===== src/rtl/fid_pkg.sv =====
package fid_pkg;
   typedef enum logic {
      ST_SEARCH = 1'b0,
      ST_DECODE = 1'b1
   } fid_state_e;
endpackage


===== src/rtl/fid_window.sv =====
// Sliding symbol window: the oldest symbol is the decode head, and the
// boundary test covers the whole window so it wins over pair decoding.
module fid_window #(
   parameter int                  MARK_LEN = 6,
   parameter logic [MARK_LEN-1:0] MARK_PAT = 6'b111000
) (
   input  logic clk,
   input  logic rst_n,
   input  logic sym_valid_i,
   input  logic sym_bit_i,
   output logic step_o,
   output logic head_o,
   output logic mark_o
);
   localparam int SKIP_W = (MARK_LEN > 2) ? $clog2(MARK_LEN) : 1;

   logic [MARK_LEN-1:0] win_q, win_d;
   logic [SKIP_W-1:0]   skip_q;

   assign win_d  = {win_q[MARK_LEN-2:0], sym_bit_i};
   assign step_o = sym_valid_i && (skip_q == '0);
   assign head_o = win_d[MARK_LEN-1];
   assign mark_o = step_o && (win_d == MARK_PAT);

   always_ff @(posedge clk or negedge rst_n) begin
      if (!rst_n) begin
         win_q  <= '0;
         skip_q <= '0;
      end else if (sym_valid_i) begin
         win_q <= win_d;
         if (mark_o)
            skip_q <= SKIP_W'(MARK_LEN - 1);
         else if (skip_q != '0)
            skip_q <= skip_q - 1'b1;
      end
   end

   // A boundary consumes its whole window, so two cannot fire back to back.
   p_mark_spacing_r2: assert property (@(posedge clk) disable iff (!rst_n)
      mark_o |=> !mark_o);
   // No decode step without an accepted symbol.
   p_idle_no_step_r9: assert property (@(posedge clk) disable iff (!rst_n)
      !sym_valid_i |-> !step_o && !mark_o);
endmodule


===== src/rtl/fid_pair.sv =====
// Pair decoder: collects the head symbols two at a time while decoding.
module fid_pair
   import fid_pkg::*;
(
   input  logic clk,
   input  logic rst_n,
   input  logic step_i,
   input  logic head_i,
   input  logic mark_i,
   output logic shift_o,
   output logic shift_bit_o,
   output logic abort_o
);
   fid_state_e state_q;
   logic       phase_q;
   logic       first_q;
   logic       pair_done;

   assign pair_done   = step_i && !mark_i && (state_q == ST_DECODE) && phase_q;
   assign shift_o     = pair_done && (first_q != head_i);
   assign abort_o     = pair_done && (first_q == head_i);
   assign shift_bit_o = head_i;

   always_ff @(posedge clk or negedge rst_n) begin
      if (!rst_n) begin
         state_q <= ST_SEARCH;
         phase_q <= 1'b0;
         first_q <= 1'b0;
      end else if (mark_i) begin
         state_q <= ST_DECODE;
         phase_q <= 1'b0;
      end else if (step_i && state_q == ST_DECODE) begin
         if (!phase_q) begin
            first_q <= head_i;
            phase_q <= 1'b1;
         end else begin
            phase_q <= 1'b0;
            if (first_q == head_i)
               state_q <= ST_SEARCH;
         end
      end
   end

   p_abort_to_search_r4: assert property (@(posedge clk) disable iff (!rst_n)
      abort_o |=> state_q == ST_SEARCH);
   p_mark_realign_r8: assert property (@(posedge clk) disable iff (!rst_n)
      mark_i |=> state_q == ST_DECODE && !phase_q);
   p_one_action_r3: assert property (@(posedge clk) disable iff (!rst_n)
      $onehot0({shift_o, abort_o, mark_i}));
endmodule


===== src/rtl/fid_accum.sv =====
// 64-bit identifier accumulator and report registers.
module fid_accum #(
   parameter int HI_W = 32,
   parameter int LO_W = 32
) (
   input  logic            clk,
   input  logic            rst_n,
   input  logic            shift_i,
   input  logic            shift_bit_i,
   input  logic            abort_i,
   input  logic            mark_i,
   output logic [HI_W-1:0] id_hi_o,
   output logic [LO_W-1:0] id_lo_o,
   output logic            id_valid_o
);
   localparam int ACC_W = HI_W + LO_W;

   logic [ACC_W-1:0] acc_q;
   logic [ACC_W-1:0] rep_q;
   logic             vld_q;

   always_ff @(posedge clk or negedge rst_n) begin
      if (!rst_n) begin
         acc_q <= '0;
         rep_q <= '0;
         vld_q <= 1'b0;
      end else begin
         vld_q <= 1'b0;
         if (mark_i) begin
            if (acc_q != '0) begin
               rep_q <= acc_q;
               vld_q <= 1'b1;
            end
            acc_q <= '0;
         end else if (abort_i) begin
            acc_q <= '0;
         end else if (shift_i) begin
            acc_q <= {acc_q[ACC_W-2:0], shift_bit_i};
         end
      end
   end

   assign id_hi_o    = rep_q[ACC_W-1:LO_W];
   assign id_lo_o    = rep_q[LO_W-1:0];
   assign id_valid_o = vld_q;

   p_pulse_single_r7: assert property (@(posedge clk) disable iff (!rst_n)
      id_valid_o |=> !id_valid_o);
   p_hold_between_r7: assert property (@(posedge clk) disable iff (!rst_n)
      !id_valid_o |-> $stable(id_hi_o) && $stable(id_lo_o));
   p_report_nonzero_r6: assert property (@(posedge clk) disable iff (!rst_n)
      id_valid_o |-> (id_hi_o != '0) || (id_lo_o != '0));
endmodule


===== src/rtl/frame_id_decoder.sv =====
module frame_id_decoder #(
   parameter int                  HI_W     = 32,
   parameter int                  LO_W     = 32,
   parameter int                  CARD_W   = 16,
   parameter int                  CARD_LSB = 1,
   parameter int                  MARK_LEN = 6,
   parameter logic [MARK_LEN-1:0] MARK_PAT = 6'b111000
) (
   input  logic              clk,
   input  logic              rst_n,
   input  logic              sym_valid,
   input  logic              sym_bit,
   output logic [HI_W-1:0]   id_hi,
   output logic [LO_W-1:0]   id_lo,
   output logic [CARD_W-1:0] card_num,
   output logic              id_valid
);
   localparam int ACC_W = HI_W + LO_W;

   generate
      if (MARK_LEN < 2)
         $error("frame_id_decoder: MARK_LEN must be at least 2");
      if (MARK_PAT[MARK_LEN-1] != 1'b1)
         $error("frame_id_decoder: boundary must start with 1 to stay clear of the reset window");
      if (CARD_LSB + CARD_W > ACC_W)
         $error("frame_id_decoder: card field exceeds identifier width");
   endgenerate

   logic step, head, mark;
   logic shift, shift_bit, abort;

   fid_window #(.MARK_LEN(MARK_LEN), .MARK_PAT(MARK_PAT)) u_win (
      .clk(clk), .rst_n(rst_n), .sym_valid_i(sym_valid), .sym_bit_i(sym_bit),
      .step_o(step), .head_o(head), .mark_o(mark));

   fid_pair u_pair (
      .clk(clk), .rst_n(rst_n), .step_i(step), .head_i(head), .mark_i(mark),
      .shift_o(shift), .shift_bit_o(shift_bit), .abort_o(abort));

   fid_accum #(.HI_W(HI_W), .LO_W(LO_W)) u_acc (
      .clk(clk), .rst_n(rst_n), .shift_i(shift), .shift_bit_i(shift_bit),
      .abort_i(abort), .mark_i(mark), .id_hi_o(id_hi), .id_lo_o(id_lo),
      .id_valid_o(id_valid));

   // The card field comes from the lower word alone when it fits there.
   generate
      if (CARD_LSB + CARD_W <= LO_W) begin : g_card_lo
         assign card_num = id_lo[CARD_LSB +: CARD_W];
      end else begin : g_card_wide
         logic [ACC_W-1:0] full_id;
         assign full_id  = {id_hi, id_lo};
         assign card_num = full_id[CARD_LSB +: CARD_W];
      end
   endgenerate

   p_card_track_r10: assert property (@(posedge clk) disable iff (!rst_n)
      id_valid |=> $stable(card_num));
endmodule


===== config.mk =====
export PLATFORM = sky130hd
export DESIGN_NAME = frame_id_decoder
export DESIGN_NICKNAME = d
export VERILOG_FILES = /design/src/rtl/fid_pkg.sv /design/src/rtl/fid_window.sv /design/src/rtl/fid_pair.sv /design/src/rtl/fid_accum.sv /design/src/rtl/frame_id_decoder.sv
export SDC_FILE = /design/constraint.sdc
export NUM_CORES = 1
export LEC_CHECK = 0
export ABC_AREA = 1
export BUFFER_PORTS_ARGS = -buffer_cell sky130_fd_sc_hd__buf_2
export CAP_MARGIN = 20
export CORE_MARGIN = 8
export CORE_UTILIZATION = 55
export DETAILED_ROUTE_END_ITERATION = 6
export HOLD_SLACK_MARGIN = 0.03
export PLACE_DENSITY = 0.77
export RECOVER_POWER = 25
export SETUP_SLACK_MARGIN = 0.05
export SLEW_MARGIN = 20
export SYNTH_ARGS = -nofsm -noshare
export SYNTH_HDL_FRONTEND = slang
export SYNTH_SLANG_ARGS = --single-unit

===== constraint.sdc =====
create_clock -name clk -period 2.9 [get_ports clk]
set_input_delay 0 -clock clk [delete_from_list [all_inputs] [get_ports clk]]
set_output_delay 0 -clock clk [all_outputs]
set_load 0.02 [all_outputs]

# Word-level counts from Yosys, hierarchy flattened

Cells that the tools add are included.

Bits in registers: 140
Input bits: 4
Output and inout bits: 81
Logic and storage cells: 49

$add $sub $neg: 1
Equal/unequal tests: 3
Muxes and demuxes: 14
Bitwise logic cells: 2
Reductions and logical operators: 21

Operator list:

| kind                | number |
|---|---|
| $mux 64             | 3 |
| $reduce_bool 64->1  | 1 |
| $mux 1              | 9 |
| $logic_and 1x1->1   | 8 |
| $reduce_bool 2->1   | 4 |
| $eq 6x6->1 const B  | 1 |
| $mux 3              | 2 |
| $reduce_and 3->1    | 2 |
| $reduce_bool 3->1   | 2 |
| $reduce_and 2->1    | 2 |
| $logic_not 3->1     | 1 |
| $sub 3x1->3 const B | 1 |
| $not 1->1           | 2 |
| $eq 1x1->1          | 1 |
| $logic_not 1->1     | 1 |
| $ne 1x1->1          | 1 |

# Depth between registers and ports, before layout

Gate-level depths: netlist of run 1.

Depth in word-level cells: 11
Mapped depth: 11
Depth with buffers taken out: 10

# By module

A second synthesis of run 1 with hierarchy kept.

Cell total of the unflattened synthesis: 717
Area, all modules: 6,328.6 um^2

Modules (own cells, without submodules):

| module           | times used | cells an instance | area an instance (um^2) | seq. area each (um^2) |
|---|---|---|---|---|
| fid_accum        | 1          | 619               | 5,561.6                 | 3,228.1 |
| fid_window       | 1          | 56                | 471.7                   | 200.2 |
| fid_pair         | 1          | 26                | 175.2                   | 75.1 |
| frame_id_decoder | 1          | 16                | 120.1                   | 0.0 |

# Least setup slack after synthesis of run 1

Ideal clock, no wire load.

Path kind: register to register
Start point: register u_win.skip_q[0]
End point: register u_acc.acc_q[33]
Arrival: 1.484 ns
Required time: 2.774 ns
Slack: 1.289 ns
Stages on the path, launching flop included: 11
Clock period less this slack: 1.611 ns
Path through: dfrtp_1 > inv_1 > ha_1 > nand2_1 > nor2_4 > nand2_1 > clkinv_1 > nand2_2 > o21ai_4 > buf_4 > o21ai_0

Longest elaborated chain between the ends: 10
Elaborated cells between the ends (all ways): 12

Ends and longest elaborated chain:

| element                        | line             | text |
|---|---|---|
| start: declaration             | fid_window.sv:18 | `logic [SKIP_W-1:0] skip_q;` |
| start signal: assignment       | fid_window.sv:32 | `skip_q <= SKIP_W'(MARK_LEN - 1);` |
| start signal: assignment       | fid_window.sv:34 | `skip_q <= skip_q - 1'b1;` |
| $logic_not 3->1 (*)            | fid_window.sv:21 | `assign step_o = sym_valid_i && (skip_q == '0);` |
| $logic_and 1x1->1 (*)          | fid_window.sv:21 |  |
| $logic_and 1x1->1              | fid_window.sv:23 | `assign mark_o = step_o && (win_d == MARK_PAT);` |
| $logic_not 1->1                | fid_pair.sv:19   | `assign pair_done = step_i && !mark_i && (state_q == ST_DECODE) && phase_q;` |
| $logic_and 1x1->1 (3 in a row) | fid_pair.sv:19   |  |
| $logic_and 1x1->1              | fid_pair.sv:21   | `assign abort_o = pair_done && (first_q == head_i);` |
| $mux 64                        | fid_accum.sv:35  | `end else if (abort_i) begin` |
| $mux 64                        | fid_accum.sv:29  | `if (mark_i) begin` |
| end signal: assignment         | fid_accum.sv:38  | `acc_q <= {acc_q[ACC_W-2:0], shift_bit_i};` |
| end: declaration               | fid_accum.sv:18  | `logic [ACC_W-1:0] acc_q;` |

Mark *: on every way between the ends. The rest lies on a longest branch, timed or not.
A chain may end at the register's enable or synchronous reset.

# Worst setup path in the final report of run 1

Start point: register u_acc.acc_q[55]
End point: register u_acc.rep_q[30]

Longest elaborated chain between the ends: 2

Ends and longest elaborated chain:

| element                    | line            | text |
|---|---|---|
| $reduce_bool 64->1         | fid_accum.sv:30 | `if (acc_q != '0) begin` |
| $reduce_and 2->1 (no line) | -               |  |
| end signal: assignment     | fid_accum.sv:31 | `rep_q <= acc_q;` |
| end: declaration           | fid_accum.sv:19 | `logic [ACC_W-1:0] rep_q;` |

No other way between the ends.

==> run_results.csv, run 1 <==
group,metric,value,unit
cells_and_area,num-nets-final,764,
critical_path,cp_slowest_cell,"buf_4",
place,dp_hpwl,8240,microns
drt,ant_nets,0,
critical_path,critPathArrivalTime,2.62,ns
flow_run,cap_violations,1,
synth,yosysSeqAreaShare,57.9,%
critical_path,cp.required,3.35,ns
drt,vias_per_cell,5.32,
place,place_congestion,0.826,
critical_path,end_kind,"flop",
place,port_buffers,84,
clocking,cts_buffers,17,
drt,via_count,4844,
critical_path,cp_cell_sequence,"nor2_1 > nand2_1 > nor2_1 > nand2_1 > nor2_1 > nand2_2 > nand2_2 > buf_4 > nand2_1 > nand2_1",
grt,grt_pass1_vias,4863,
min_path,hp-class,"in2reg",
synth,yosysUniqueCellTypes,22,
timing,fin_crit_sh,74.8,%
synth,synth_nets,703,
cells_and_area,diodes,0,
timing,slew_headroom,-36.2,%
run_status,status,"finished with violations",
synth,synth_mux_area_share,0,%
timing,setup_viol,0,
cells_and_area,area_growth,17.0,%
synth,synth_top_family_by_area,"simple AND/OR/NAND/NOR gates",
drt,drt_pass1_iterations,5,
clocking,cts_buffer_depth,2,
synth,synth_adder_area_share,0.413,%
synth,syn_area_per_cell,8.69,sq um
pwr,ir_worst_vdd,0.388,mV
critical_path,worst_setup_path_start_kind,"flop",
clocking,cts_hold_buffers,5,
floorplanning,die-area,0.0146,sq mm
timing,fin_tns_setup,0,ns
cells_and_area,drive_gt1_share,17.1,%
drt,drc,0,
drt,wl,13500,microns
synth,synth_xor_area_share,0.145,%
timing,tightest_slew,2.04,ns
grt,gr-total-overflow,0,
floorplanning,row_count,38,
critical_path,cp_max_fo,49,
synth,ys_ff_latch,140,
floorplanning,coreArea,0.0108,sq mm
clocking,cts_root_buffer,"clkbuf_8",
timing,final-hold-violation-count,0,
critical_path,worstPathBufferInverterCount,1,
clocking,clock-sinks,140,
synth,ys_warn_count,0,
timing,finalCriticalPeriod,2.17,ns
critical_path,max_stage_delay,0.51,ns
critical_path,path_delay_family,"simple AND/OR/NAND/NOR gates",
place,dpl.cell_count,874,
drt,drtIter0Drc,393,
floorplanning,fp.dieW,121,microns
clocking,cts_tree,"yes",
clocking,clkSlewWorstSetupHoldPaths,0.06,ns
clocking,post-cts-setup-buffers,0,
floorplanning,initial_core_util,56.1,%
grt,track_usage,19.6,%
critical_path,critPathKind,"reg2reg",
floorplanning,die_h,121,microns
clocking,htree_levels,4,
timing,drv_slew,82,
run_status,violations,"capacitance limit, slew limit",
drt,wire_per_inst,14.9,microns
synth,syn_inst,697,
pwr,powerDensity,753,mW/mm^2
critical_path,path_common_cell,"nand2_1",
synth,synth_compound_area_share,6.57,%
timing,finClkSkew,0.00941,ns
timing,max_freq,0.461,GHz
grt,grt_pass1_wl,23300,microns
synth,syn_area,0.00606,sq mm
timing,rsz0062_at_grt,"false",
synth,synth-simple-area-share,24.5,%
grt,grt_max_degree,83,
pwr,p_leak,3.84,nW
clocking,clock_latency,0.52,ns
floorplanning,io_pins,85,
grt,antenna_found_initial,0,
clocking,post_cts_resized,0,
cells_and_area,final-instance-count-excl-fill,910,
## per-layer routing
metal	wire length (microns)	part of all wire, %	track usage [%]	vias to the layer above
met3	845	6.3	5.40	15
met2	6570	49	32.3	156
met1	5910	44	24.2	2348
li1	-	-	-	2325
met4	189	1.4	7.10	0
met5	0	0	0	-
## layout by cell type (no fill, tap or decap), drive strengths merged
cell         count
dfrtp          140
dlygate4sd3      5
xor2             1
ha               2
clkinvlp         3
o22ai            1
nand3          132
clkinv           3
clkbuf          23
o21ai           75
inv             76
nor3             2
nor2            46
buf             91
bufinv           3
a21oi            1
nand2          166
## cells by family after synthesis
group | Yosys count
compound gates | 77
fa+ha+maj | 2
xor+xnor | 1
simple gates | 346
buf+inv | 131
flops | 140
## cells in the mapped netlist, drive strengths merged
cell	n	share of area, %
a21oi	1	0.083
buf	41	4.9
clkbuf	14	0.87
clkinv	1	0.062
dfrtp	140	58
ha	2	0.41
inv	75	4.6
nand2	166	10
nand3	132	11
nor2	46	3.1
nor3	2	0.17
o21ai	75	6.4
o22ai	1	0.10
xor2	1	0.14
## power by group
| part | internal (W) | switching [W] |
|---|---|---|
| Sequential | 0.00220 | 0.000207 |
| Clock | 0.00140 | 0.000803 |
| Combinational | 0.000235 | 0.000490 |
## worst paths after layout
check	start	endpoint	slack [ns]	cells after the start
hold reg to reg	u_acc.rep_q[56]	u_acc.rep_q[56]	0.46	2
min in group asynchronous	rst_n	u_acc.acc_q[5]	0.61	2
hold / removal	sym_valid	u_win.win_q[2]	0.37	3
setup reg to reg	u_acc.acc_q[55]	u_acc.rep_q[30]	0.73	10
setup / recovery	u_acc.acc_q[55]	u_acc.rep_q[30]	0.73	10
max in group asynchronous	rst_n	u_acc.acc_q[24]	1.08	2
## final cells by class
class | count | area, sq um
Clock buffer | 22 | 473
Clock inverter | 9 | 135
Fill cell | 859 | 3710
Inverter | 76 | 285
Multi-Input combinational cell | 426 | 1950
Sequential cell | 140 | 3500
Tap cell | 140 | 175
Timing Repair Buffer | 97 | 568
## per-stage QoR
step / setup slack, ns / hold slack (ns) / power [W] / area (sq um) / utilization (%)
after global placement: 0.863 / 0.0915 / 0.00311 / 6430 / 59.6
after floorplan: 1.29 / -0.296 / 0.00288 / 6060 / -
final: 0.730 / 0.367 / 0.00533 / 7090 / 65.7
after CTS: 0.727 / 0.121 / 0.00537 / 7090 / 65.7
after detailed placement: 0.758 / 0.0958 / 0.00316 / 6430 / 59.6
after global routing: 0.504 / 0.361 / 0.00558 / 7090 / 65.7
## sequential cells by signal (all words and copies together), names as in the netlist
name / cells
u_acc.acc_q: 64
u_acc.rep_q: 64
u_win.win_q: 5
u_win.skip_q: 3
u_acc.id_valid_o: 1
u_pair.first_q: 1
u_pair.phase_q: 1
u_pair.state_q: 1
## worst min-delay path, stage by stage
cell	delay (ns)
dlygate4sd3_1	0.53
buf_2	0.20
o21ai_0	0.11
No activity file was read; power rests on OpenSTA's default activity.
==> inputs of run 2 (changes only) <==
ABC_AREA = 0   (was 1)
CORE_UTILIZATION = 51   (was 55)
PLACE_DENSITY = 0.76   (was 0.77)
clock period = 1.8 ns   (was 2.9 ns; I/O delays follow)
==> run_results.csv, run 2 <==
group,metric,value,unit
run_status,status,"finished with violations",
run_status,violations,"setup timing",
grt,gr-total-overflow,0,
critical_path,end_kind,"flop",
critical_path,max_stage_delay,0.42,ns
timing,final-hold-violation-count,0,
cells_and_area,reg_top3,"u_acc.acc_q x64, u_acc.rep_q x64, u_win.win_q x5",
critical_path,cp_cell_sequence,"nor4_1 > nand4_1 > nor4_2 > buf_4 > nor2_4 > buf_12 > mux2_4",
synth,synth_ff_type,"dfrtp_1",
synth,ys_async_sr_fraction,100,%
timing,tightest_slew,0.868,ns
floorplanning,fp.dieW,121,microns
synth,syn_inst,366,
cells_and_area,drive_gt1_share,57.0,%
floorplanning,coreArea,0.0108,sq mm
synth,synth_nets,372,
pwr,p_leak,4.27,nW
cells_and_area,area_growth,43.7,%
pwr,pwr-share-seq,44.5,%
clocking,clock-sinks,140,
drt,vias_per_cell,5.69,
drt,drt_pass1_iterations,4,
pwr,power_frac_clock,48.2,%
critical_path,cp_slowest_cell,"dfrtp_1",
clocking,htree_levels,4,
clocking,clock_latency,0.53,ns
flow_run,cap_violations,0,
timing,whs,0.435,ns
critical_path,cp.required,2.21,ns
min_path,hp-class,"in2reg",
synth,yosysSeqAreaShare,62.2,%
pwr,p_sw,0.00169,W
grt,antenna_found_initial,0,
drt,ant_nets,0,
synth,syn_area,0.00563,sq mm
drt,wl,16200,microns
critical_path,path_delay_family,"simple AND/OR/NAND/NOR gates",
clocking,cts_buffer_depth,2,
cells_and_area,layout_common_cells,"dfrtp_1 (140), buf_2 (83), buf_4 (83)",
synth,yosysUniqueCellTypes,29,
clocking,cts_tree,"yes",
grt,grt_max_degree,64,
place,place_congestion,0.760,
critical_path,critPathKind,"reg2reg",
timing,setup_ws,-0.397,ns
clocking,cts_buffers,17,
drt,drtIter0Drc,263,
floorplanning,die-area,0.0147,sq mm
timing,max_freq,0.455,GHz
cells_and_area,utilization,75.0,%
timing,setup_viol,128,
timing,rsz0062_at_grt,"true",
cells_and_area,design_area,0.00809,sq mm
timing,finalCriticalPeriod,2.20,ns
synth,synth_most_common_cell,"dfrtp_1",
critical_path,worstPathBufferInverterCount,2,
grt,grt_pass1_vias,4280,
pwr,power_switching_share,22.8,%
place,dpl.cell_count,648,
timing,finClkSkew,0.00861,ns
pwr,powerDensity,914,mW/mm^2
pwr,power_frac_comb,7.2,%
synth,synth_top_area_share,62.2,%
place,port_buffers,84,
synth,syn_area_per_cell,15.4,sq um
floorplanning,die_h,121,microns
place,dp_hpwl,8690,microns
cells_and_area,num-nets-final,566,
synth,ys_warn_count,0,
critical_path,critPathArrivalTime,2.61,ns
timing,slew_headroom,42.2,%
grt,grt_pass1_wl,23400,microns
place,placement.cell_area,0.00682,sq mm
floorplanning,initial_core_util,52.2,%
pwr,intPower,0.00571,W
clocking,cts_root_buffer,"clkbuf_8",
cells_and_area,diodes,0,
drt,drc,0,
cells_and_area,final-instance-count-excl-fill,710,
place,preCtsSetupSlack,-0.307,ns
critical_path,cp_max_fo,15,
synth,yosys-top-cells-count,"dfrtp_1 (140), a22o_1 (63), mux2_4 (49)",
pwr,ir_worst_vdd,0.855,mV
synth,synth.area.top_cells,"dfrtp_1 (62%), mux2_4 (13%), a22o_1 (9.8%)",
timing,fin_crit_sh,122,%
grt,track_usage,20.9,%
critical_path,worst_setup_path_start_kind,"flop",
synth,yosys.area.top_type,"dfrtp_1",
floorplanning,io_pins,85,
floorplanning,row_count,38,
drt,wire_per_inst,22.8,microns
synth,ys_ff_latch,140,
timing,drv_slew,0,
cells_and_area,final_common_cell,"dfrtp_1",
clocking,clkSlewWorstSetupHoldPaths,0.06,ns
synth,synth-edff-count,0,
drt,via_count,4038,
==> run 2: timing repair <==
action / 4_1_cts / 5_1_grt
hold buffers: 6 / 0
cloned: 6 / 9
endpoints found under the setup margin: 129 / 129
resized for setup: 20 / 24
endpoints found under the hold margin: 152 / 0
pin swaps: 8 / 32
buffers inserted: 4 / 10
==> run 2: layer usage <==
metal	track usage, %	vias to the layer above	part of all wire, %
li1	-	1745	-
met1	23.9	2106	38
met2	35.8	149	52
met3	6.33	38	6.7
met4	8.20	0	3.1
met5	0	-	0
==> run 2: area by class of cell <==
cell class	count	area [sq um]
Tap cell	140	175
Multi-Input combinational cell	187	2010
Sequential cell	140	3500
Clock inverter	12	175
Fill cell	584	2700
Timing Repair Buffer	211	1800
Clock buffer	17	414
Inverter	3	13.8
==> run 2: worst min-delay path: stages <==
cell	delay, ns
dlygate4sd3_1	0.52
buf_2	0.14
buf_4	0.18
a31oi_1	0.08
==> run 2: metrics by stage <==
stage          TNS [ns]  power [W]
3_3_place_gp     -24.34    0.00372
4_1_cts          -22.50    0.00734
6_report         -32.91    0.00740
5_1_grt          -45.33    0.00764
3_5_place_dp     -27.22    0.00377
2_1_floorplan     -1.63    0.00352
==> run 2: cells by family (layout without fill, tap and decap cells) <==
kind of cell    count (synthesis)  count (layout)  synth area share, %
flops                         140             140                 62.2
compound gates                 71              71                 10.6
mux                            70              70                 17.3
simple gates                   42              43                 4.35
buf+inv                        40             243                 4.98
fa+ha+maj                       2               2                0.444
xor+xnor                        1               1                0.156
==> run 2: path summary, 6_finish.rpt <==
| path | startpoint | cells past startpoint | to | slack [ns] |
|---|---|---|---|---|
| setup reg to reg | u_acc.acc_q[0] | 7 | u_acc.rep_q[0] | -0.40 |
| min in group asynchronous | rst_n | 3 | u_win.skip_q[1] | 0.67 |
| hold / removal | sym_valid | 4 | u_win.skip_q[2] | 0.43 |
| max in group asynchronous | rst_n | 4 | u_win.skip_q[2] | 0.11 |
| hold reg to reg | u_acc.rep_q[38] | 1 | u_acc.rep_q[38] | 0.50 |
| setup / recovery | u_acc.acc_q[0] | 7 | u_acc.rep_q[0] | -0.40 |
==> run 2: power by group through the flow <==
| stage | Sequential, W | Clock (W) | Combinational, W |
|---|---|---|---|
| 6_report | 0.00330 | 0.00357 | 0.000535 |
| 5_1_grt | 0.00330 | 0.00375 | 0.000590 |
| 4_1_cts | 0.00328 | 0.00355 | 0.000511 |
| 3_5_place_dp | 0.00333 | 0 | 0.000436 |
| 3_3_place_gp | 0.00332 | 0 | 0.000399 |
| 2_1_floorplan | 0.00333 | 0 | 0.000189 |
